==> config.mk <==
export PLATFORM = sky130hd
export DESIGN_NAME = twi_eeprom_target
export DESIGN_NICKNAME = d
export VERILOG_FILES = /design/src/rtl/twi_ee_pkg.sv /design/src/rtl/twi_line_sync.sv /design/src/rtl/twi_bus_events.sv /design/src/rtl/ee_page_stage.sv /design/src/rtl/ee_store.sv /design/src/rtl/twi_eeprom_target.sv
export SDC_FILE = /design/constraint.sdc
export NUM_CORES = 2
export LEC_CHECK = 0
export BUFFER_PORTS_ARGS = -buffer_cell sky130_fd_sc_hd__buf_2
export CELL_PAD_IN_SITES_DETAIL_PLACEMENT = 0
export CELL_PAD_IN_SITES_GLOBAL_PLACEMENT = 1
export CORE_MARGIN = 3
export CORE_UTILIZATION = 38
export CTS_BUF_LIST = sky130_fd_sc_hd__clkbuf_4 sky130_fd_sc_hd__clkbuf_8
export CTS_CLUSTER_SIZE = 30
export DETAILED_ROUTE_END_ITERATION = 12
export PLACE_DENSITY_LB_ADDON = 0.2
export SYNTH_ARGS = -nofsm -noshare
export SYNTH_HDL_FRONTEND = slang
export SYNTH_SLANG_ARGS = --single-unit
==> constraint.sdc <==
create_clock -name clk -period 2.3 [get_ports clk]
set_input_delay 0 -clock clk [delete_from_list [all_inputs] [get_ports clk]]
set_output_delay 0 -clock clk [all_outputs]
set_load 0.02 [all_outputs]
==> src/rtl/twi_ee_pkg.sv <==
package twi_ee_pkg;

    localparam int unsigned EE_ADDR_W     = 7;
    localparam int unsigned EE_DATA_W     = 8;
    localparam int unsigned EE_PAGE_W     = 2;
    localparam int unsigned EE_WORDS      = 1 << EE_ADDR_W;
    localparam int unsigned EE_PAGE_BYTES = 1 << EE_PAGE_W;
    localparam int unsigned EE_ROW_W      = EE_ADDR_W - EE_PAGE_W;
    localparam int unsigned EE_BIT_W      = $clog2(EE_DATA_W);

    typedef logic [EE_ADDR_W-1:0] ee_addr_t;
    typedef logic [EE_DATA_W-1:0] ee_byte_t;
    typedef logic [EE_ROW_W-1:0]  ee_row_t;
    typedef logic [EE_PAGE_W-1:0] ee_slot_t;
    typedef logic [EE_BIT_W-1:0]  ee_bit_t;
    typedef logic [EE_PAGE_BYTES-1:0][EE_DATA_W-1:0] ee_page_t;
    typedef logic [EE_PAGE_BYTES-1:0] ee_mask_t;

    typedef enum logic [3:0] {
        ST_IDLE,
        ST_ADDR,
        ST_ADDR_ACK,
        ST_WDATA,
        ST_WDATA_ACK,
        ST_TX_LOAD,
        ST_TX,
        ST_HOST_ACK,
        ST_BUSY
    } ee_state_e;

    typedef struct packed {
        logic scl;
        logic sda;
        logic scl_rise;
        logic scl_fall;
        logic start;
        logic stop;
    } ee_bus_evt_t;

    function automatic ee_row_t ee_row_of(input ee_addr_t a);
        return a[EE_ADDR_W-1:EE_PAGE_W];
    endfunction

    function automatic ee_slot_t ee_slot_of(input ee_addr_t a);
        return a[EE_PAGE_W-1:0];
    endfunction

    // advance inside the page only
    function automatic ee_addr_t ee_page_step(input ee_addr_t a);
        ee_slot_t s;
        s = ee_slot_of(a) + ee_slot_t'(1);
        return {ee_row_of(a), s};
    endfunction

    // advance across the whole array, wrapping at the top
    function automatic ee_addr_t ee_seq_step(input ee_addr_t a);
        return a + ee_addr_t'(1);
    endfunction

endpackage

==> src/rtl/twi_line_sync.sv <==
module twi_line_sync #(
    parameter int unsigned STAGES = 2
) (
    input  logic clk,
    input  logic rst,
    input  logic din,
    output logic dout
);
    logic [STAGES-1:0] chain;

    generate
        if (STAGES == 1) begin : g_single
            always_ff @(posedge clk) begin
                if (rst) chain <= '1;
                else     chain <= din;
            end
        end else begin : g_multi
            always_ff @(posedge clk) begin
                if (rst) chain <= '1;
                else     chain <= {chain[STAGES-2:0], din};
            end
        end
    endgenerate

    assign dout = chain[STAGES-1];
endmodule

==> src/rtl/twi_bus_events.sv <==
module twi_bus_events
    import twi_ee_pkg::*;
(
    input  logic        clk,
    input  logic        rst,
    input  logic        scl_s,
    input  logic        sda_s,
    output ee_bus_evt_t evt
);
    logic scl_p;
    logic sda_p;

    always_ff @(posedge clk) begin
        if (rst) begin
            scl_p <= 1'b1;
            sda_p <= 1'b1;
        end else begin
            scl_p <= scl_s;
            sda_p <= sda_s;
        end
    end

    always_comb begin
        evt.scl      = scl_s;
        evt.sda      = sda_s;
        evt.scl_rise = scl_s & ~scl_p;
        evt.scl_fall = ~scl_s & scl_p;
        evt.start    = scl_s & scl_p & sda_p & ~sda_s;
        evt.stop     = scl_s & scl_p & ~sda_p & sda_s;
    end
endmodule

==> src/rtl/ee_page_stage.sv <==
module ee_page_stage
    import twi_ee_pkg::*;
(
    input  logic     clk,
    input  logic     rst,
    input  logic     clr,
    input  logic     open_row,
    input  ee_row_t  row_in,
    input  logic     put,
    input  ee_slot_t slot,
    input  ee_byte_t byte_in,
    output ee_row_t  row,
    output ee_page_t page,
    output ee_mask_t valid
);
    always_ff @(posedge clk) begin
        if (rst) begin
            row   <= '0;
            page  <= '0;
            valid <= '0;
        end else begin
            if (open_row) row <= row_in;
            if (clr) begin
                valid <= '0;
            end else if (put) begin
                page[slot]  <= byte_in;
                valid[slot] <= 1'b1;
            end
        end
    end
endmodule

==> src/rtl/ee_store.sv <==
module ee_store
    import twi_ee_pkg::*;
(
    input  logic     clk,
    input  logic     rst,
    input  logic     commit,
    input  ee_row_t  row,
    input  ee_page_t page,
    input  ee_mask_t valid,
    input  ee_addr_t rd_addr,
    output ee_byte_t rd_data
);
    ee_byte_t mem [EE_WORDS];

    always_ff @(posedge clk) begin
        if (rst) begin
            for (int i = 0; i < EE_WORDS; i++) mem[i] <= '0;
        end else if (commit) begin
            for (int i = 0; i < EE_WORDS; i++) begin
                if (row == ee_row_of(ee_addr_t'(i)) && valid[ee_slot_of(ee_addr_t'(i))])
                    mem[i] <= page[ee_slot_of(ee_addr_t'(i))];
            end
        end
    end

    assign rd_data = mem[rd_addr];
endmodule

==> src/rtl/twi_eeprom_target.sv <==
module twi_eeprom_target
    import twi_ee_pkg::*;
#(
    parameter int unsigned BUSY_CYCLES = 2000,
    parameter int unsigned SYNC_STAGES = 2
) (
    input  logic clk,
    input  logic rst,
    input  logic scl_i,
    input  logic sda_i,
    output logic sda_oe
);
    localparam int unsigned BCW = $clog2(BUSY_CYCLES + 1);

    logic        scl_s, sda_s, scl_lvl;
    ee_bus_evt_t evt;
    ee_state_e   st;
    ee_bit_t     bitcnt;
    ee_byte_t    shreg;
    ee_addr_t    addr;
    logic        rw;
    logic        ack_on;
    logic [BCW-1:0] busy_cnt;

    logic      stg_clr, stg_open, stg_put, commit;
    ee_row_t   stg_row;
    ee_page_t  stg_page;
    ee_mask_t  stg_valid;
    ee_byte_t  rd_data;
    ee_byte_t  rx_byte;
    logic      byte_done;

    twi_line_sync #(.STAGES(SYNC_STAGES)) u_sync_scl (.clk(clk), .rst(rst), .din(scl_i), .dout(scl_s));
    twi_line_sync #(.STAGES(SYNC_STAGES)) u_sync_sda (.clk(clk), .rst(rst), .din(sda_i), .dout(sda_s));

    twi_bus_events u_evt (.clk(clk), .rst(rst), .scl_s(scl_s), .sda_s(sda_s), .evt(evt));

    assign scl_lvl   = evt.scl;
    assign rx_byte   = {shreg[EE_DATA_W-2:0], evt.sda};
    assign byte_done = evt.scl_rise && (bitcnt == ee_bit_t'(EE_DATA_W - 1));

    // page buffer control
    assign commit   = (st != ST_BUSY) && evt.stop && (|stg_valid);
    assign stg_clr  = ((st != ST_BUSY) && evt.start) || commit;
    assign stg_open = (st == ST_ADDR) && byte_done;
    assign stg_put  = (st == ST_WDATA) && byte_done && !evt.start && !evt.stop;

    ee_page_stage u_stage (
        .clk(clk), .rst(rst),
        .clr(stg_clr),
        .open_row(stg_open),
        .row_in(ee_row_of(rx_byte[EE_DATA_W-1:1])),
        .put(stg_put),
        .slot(ee_slot_of(addr)),
        .byte_in(rx_byte),
        .row(stg_row),
        .page(stg_page),
        .valid(stg_valid)
    );

    ee_store u_store (
        .clk(clk), .rst(rst),
        .commit(commit),
        .row(stg_row),
        .page(stg_page),
        .valid(stg_valid),
        .rd_addr(addr),
        .rd_data(rd_data)
    );

    always_ff @(posedge clk) begin
        if (rst) begin
            st       <= ST_IDLE;
            bitcnt   <= '0;
            shreg    <= '0;
            addr     <= '0;
            rw       <= 1'b0;
            ack_on   <= 1'b0;
            sda_oe   <= 1'b0;
            busy_cnt <= '0;
        end else if (st == ST_BUSY) begin
            sda_oe <= 1'b0;
            if (busy_cnt == BCW'(BUSY_CYCLES - 1)) begin
                st       <= ST_IDLE;
                busy_cnt <= '0;
            end else begin
                busy_cnt <= busy_cnt + BCW'(1);
            end
        end else if (evt.start) begin
            st     <= ST_ADDR;
            bitcnt <= '0;
            ack_on <= 1'b0;
            sda_oe <= 1'b0;
        end else if (evt.stop) begin
            sda_oe   <= 1'b0;
            ack_on   <= 1'b0;
            busy_cnt <= '0;
            st       <= commit ? ST_BUSY : ST_IDLE;
        end else begin
            unique case (st)
                ST_IDLE: ;
                ST_ADDR: begin
                    if (evt.scl_rise) begin
                        shreg <= rx_byte;
                        if (byte_done) begin
                            addr   <= shreg[EE_ADDR_W-1:0];
                            rw     <= evt.sda;
                            ack_on <= 1'b0;
                            st     <= ST_ADDR_ACK;
                        end else begin
                            bitcnt <= bitcnt + ee_bit_t'(1);
                        end
                    end
                end
                ST_ADDR_ACK: begin
                    if (evt.scl_fall) begin
                        if (!ack_on) begin
                            ack_on <= 1'b1;
                            sda_oe <= 1'b1;
                        end else begin
                            ack_on <= 1'b0;
                            bitcnt <= '0;
                            if (rw) begin
                                shreg  <= rd_data;
                                sda_oe <= ~rd_data[EE_DATA_W-1];
                                st     <= ST_TX;
                            end else begin
                                sda_oe <= 1'b0;
                                st     <= ST_WDATA;
                            end
                        end
                    end
                end
                ST_WDATA: begin
                    if (evt.scl_rise) begin
                        shreg <= rx_byte;
                        if (byte_done) begin
                            addr   <= ee_page_step(addr);
                            ack_on <= 1'b0;
                            st     <= ST_WDATA_ACK;
                        end else begin
                            bitcnt <= bitcnt + ee_bit_t'(1);
                        end
                    end
                end
                ST_WDATA_ACK: begin
                    if (evt.scl_fall) begin
                        if (!ack_on) begin
                            ack_on <= 1'b1;
                            sda_oe <= 1'b1;
                        end else begin
                            ack_on <= 1'b0;
                            sda_oe <= 1'b0;
                            bitcnt <= '0;
                            st     <= ST_WDATA;
                        end
                    end
                end
                ST_TX: begin
                    if (evt.scl_fall) begin
                        if (bitcnt == ee_bit_t'(EE_DATA_W - 1)) begin
                            sda_oe <= 1'b0;
                            st     <= ST_HOST_ACK;
                        end else begin
                            shreg  <= {shreg[EE_DATA_W-2:0], 1'b0};
                            sda_oe <= ~shreg[EE_DATA_W-2];
                            bitcnt <= bitcnt + ee_bit_t'(1);
                        end
                    end
                end
                ST_HOST_ACK: begin
                    if (evt.scl_rise) begin
                        if (!evt.sda) begin
                            addr <= ee_seq_step(addr);
                            st   <= ST_TX_LOAD;
                        end else begin
                            st <= ST_IDLE;
                        end
                    end
                end
                ST_TX_LOAD: begin
                    if (evt.scl_fall) begin
                        shreg  <= rd_data;
                        sda_oe <= ~rd_data[EE_DATA_W-1];
                        bitcnt <= '0;
                        st     <= ST_TX;
                    end
                end
                default: st <= ST_IDLE;
            endcase
        end
    end
endmodule

==> results.yml <==
power_and_ir_drop:
  pwr_density_cell_mw_per_mm2: 721
  swShare_pct: 22.8
  cellLeakagePower_nw: 20.2
  cell_internal_pwr_w: 0.0324
  p_switching_w: 0.00958
  clockPowerShare_pct: 41.5
  power.share.combinational_pct: 4.2
  ir_worst_vdd_mv: 0.525
  totalPowerFinal_w: 0.0419
  pwr-share-seq_pct: 54.2
critical_path:
  critical_path_cell_sequence: "buf_12 > buf_16 > buf_12 > mux4_2 > mux4_2 > nor2_2 > nand4b_1 > o32a_1 > o31ai_1"
  worstPathRequired_ps: 3100
  timing.critical_path.arrival_ps: 3500
  cp_slowest_stage_delay_ps: 540
  crit_type: "flop to flop"
  timing.rr.start: "addr[0]"
  cp-end-kind: "flop"
  critical_path_buf_inv_count: 3
  family_with_the_most_delay_on_the_worst_path: "multiplexers"
  critical_path.startpoint: "addr[0]"
  crit_path_max_fanout: 7
  slowest_stage: "sky130_fd_sc_hd__mux4_2"
  critPathLaunchType: "flop"
logic_synthesis:
  ys_ff_latch: 1106
  yosys.area.top_type_share_pct: 65.2
  biggest_area_contributors_in_the_synthesized_netlist: "sky130_fd_sc_hd__edfxtp_1 (65%), sky130_fd_sc_hd__mux4_2 (9.7%), sky130_fd_sc_hd__nor2_1 (4.9%)"
  synth.cell_area_mm2: 0.0471
  synth_compound_area_share_pct: 4.80
  ys_types: 79
  synth.largest_area_cell: "sky130_fd_sc_hd__edfxtp_1"
  register_area_share_after_synthesis_pct: 68.7
  postSynth.topFlopCell: "sky130_fd_sc_hd__edfxtp_1"
  dominant_combinational_cell_family_by_area_after_synthesis: "multiplexers"
  synth_async_sr_flop_share_pct: 0
  synth_warnings: 0
  synth.avg_cell_area_um2: 14.7
  synth_adder_area_share_pct: 0.186
  xor_and_xnor_fraction_of_the_mapped_netlist_area_pct: 0.0557
  yosys-mux-area-fraction_pct: 13.1
  cells_after_synth: 3218
  synth.cells.most_frequent: "sky130_fd_sc_hd__edfxtp_1 (1,024), sky130_fd_sc_hd__nor2_1 (616), sky130_fd_sc_hd__nand2_1 (336)"
  synthesis.nets: 3229
  post_synth_simple_gate_area_pct: 10.3
  count_of_flip_flops_with_a_built_in_enable_after_synthesis: 1024
  post-synth-top-count-cell: "sky130_fd_sc_hd__edfxtp_1"
run:
  max_cap_viol_count: 0
sta:
  fin_setup_tns_ps: -2760
  finalSetupViolations: 9
  postLayoutSetupSlackWorst_ps: -394
  grt_setup_unrepaired: "true"
  final_hold_vio_count: 0
  max-slew-margin-rel_pct: 38.0
  finalWorstPathRequiredPeriod_ps: 2690
  timing.fmax_mhz: 371
  final-max-slew-violation-count: 0
  final_min_period_over_clock_period_pct: 117
  finalHoldWorstSlack_ps: 250
  worst_pin_slew_ps: 929
  skew_ps: 50.4
route:
  dr.pass1.iters: 6
  route.final.wire_length_um: 181000
  ant_nets: 0
  num_vias: 32848
  iteration_0_drc_count_of_the_detailed_router: 5272
  remaining_drc_errors: 0
  vias_per_cell: 5.87
  final_routed_wire_length_divided_by_cell_count_um: 32.3
cells_and_area:
  post_route_cell_area_mm2: 0.0581
  drive_gt1_share_pct: 31.6
  layout.filler_cells: 10696
  area_growth_syn_to_layout_pct: 23.3
  postLayoutCoreUtil_pct: 47.5
  final_nets: 3822
grt:
  global_route_layer_with_the_greatest_usage: "met2"
  use_met1_pct: 39.4
  total_global_route_track_usage_pct: 27.9
  grt_antenna_before_repair: 12
  globalRouteOverflowTotal: 0
  groute.layer.met2.usage_pct: 42.2
  use_met3_pct: 6.39
  number_of_global_route_vias_before_repair: 32328
  grt_max_degree: 55
  wire_length_of_the_first_global_routing_pass_um: 249000
die:
  floorplan.initialDensity_pct: 38.5
  floorplan.die.height_um: 358
  die-area_mm2: 0.128
  core_region_area_mm2: 0.123
  die_width_um: 358
  rows: 128
  io_pins: 5
clock_network:
  cts_sinks: 1106
  cts.path.max_buffers: 3
  tritoncts: "yes"
  cts_max_level: 4
  clock_pin_transition_on_the_worst_setup_and_hold_timing_paths_ps: 60
  root_buffer: "sky130_fd_sc_hd__clkbuf_8"
  clock_insertion_delay_worst_skew_ps: 930
  cts-buffers-inserted: 182
placed_design:
  dpl-instance-area_mm2: 0.0533
  place_congestion: 0.907
  place.detailed.hpwl_um: 120000
  io_buffers: 4
min_path:
  worst_hold_path_type: "input pin to flop"
  hold_start: "rst"
outcome:
  violations_in_the_final_reports: "setup timing"
  outcome: "complete, but fails checks"
[cell type report]
class                           instances  area, um^2  area share, %
Clock inverter                        104         693           1.19
Antenna cell                            6        15.0         0.0258
Multi-Input combinational cell       1853       14000           24.0
Tap cell                             1625        2030           3.50
Sequential cell                      1106       32400           55.8
Timing Repair Buffer                  625        5920           10.2
Clock buffer                          236        2920           5.02
Inverter                               43         164          0.282
[layout by cell type (no fill, tap or decap), types with 17 or more instances in the layout]
cell                       count
sky130_fd_sc_hd__edfxtp_1   1024
sky130_fd_sc_hd__nand2_1     309
sky130_fd_sc_hd__dfxtp_1      72
sky130_fd_sc_hd__nand3_1      61
sky130_fd_sc_hd__mux2i_1     118
sky130_fd_sc_hd__o21ai_0      82
sky130_fd_sc_hd__mux4_2      204
sky130_fd_sc_hd__a22oi_1      21
sky130_fd_sc_hd__a21oi_1      65
sky130_fd_sc_hd__clkinv_1     55
sky130_fd_sc_hd__o221ai_1     17
sky130_fd_sc_hd__nor2_1      612
sky130_fd_sc_hd__clkbuf_4     53
sky130_fd_sc_hd__clkbuf_8    183
sky130_fd_sc_hd__nor3_1       17
sky130_fd_sc_hd__buf_4       513
sky130_fd_sc_hd__buf_12       79
sky130_fd_sc_hd__nand2_2      27
sky130_fd_sc_hd__inv_1        37
sky130_fd_sc_hd__nor2b_1      17
sky130_fd_sc_hd__nand2b_1     19
sky130_fd_sc_hd__clkinv_2     28
[final timing paths]
| kind | endpoint | slack [ps] | depth (start not counted) |
|---|---|---|---|
| hold reg to reg | u_sync_scl.chain[1] | 410 | 1 |
| setup reg to reg | shreg[1] | -390 | 9 |
| setup / recovery | shreg[1] | -390 | 9 |
| hold / removal | u_stage.row[3] | 250 | 4 |
[power by group through the flow]
stage,clock [W],sequential [W],combinational (W)
6_report,0.0174,0.0227,0.00177
5_1_grt,0.0186,0.0228,0.00184
4_1_cts,0.0176,0.0227,0.00171
3_5_place_dp,0,0.0232,0.00166
3_3_place_gp,0,0.0231,0.00163
2_1_floorplan,0,0.0230,0.000827
[what timing repair did]
| action | CTS | global route |
|---|---|---|
| gates cloned | 4 | 3 |
| pin swaps | 19 | 27 |
| setup endpoints to repair | 203 | 440 |
| endpoints found under the hold margin | 377 | 0 |
| hold buffers | 5 | 0 |
| setup buffers | 17 | 18 |
| gates resized for setup | 74 | 95 |
[flip-flops by register name, summed over array words and instances (netlist names), 3 cells and up]
register,flops
u_stage.valid,4
u_store.mem,1024
bitcnt,3
u_stage.row,5
busy_cnt,11
st,4
u_stage.page,32
shreg,7
addr,7
[stage by stage]
stage,cells,setup WS [ps]
2_1_floorplan,3218,15.9
3_3_place_gp,5211,-615
3_5_place_dp,5211,-530
4_1_cts,5577,-342
5_1_grt,5593,-382
6_report,5598,-394
[per-layer routing]
| metal | vias up | part of all wire, % | wire length, um |
|---|---|---|---|
| li1 | 13435 | - | - |
| met2 | 2063 | 45 | 82100 |
| met1 | 17032 | 40 | 73100 |
| met3 | 312 | 11 | 19100 |
| met5 | - | 0.026 | 47 |
| met4 | 6 | 3.6 | 6570 |
[worst register-to-register path: cells and delay by family (launching register included)]
kind            cells  cell delay (ps)
buf+inv             3              480
compound gates      2              340
simple gates        2              290
flops               1              420
mux                 2             1060
[logic make-up (layout without fill, tap and decap cells)]
family,Yosys count,count (layout)
flops,1106,1106
simple gates,1164,1164
other cells,0,6
compound gates,337,337
xor+xnor,3,3
fa+ha+maj,7,7
buf+inv,259,1008
mux,342,342
(Power assumes the default switching activity.)
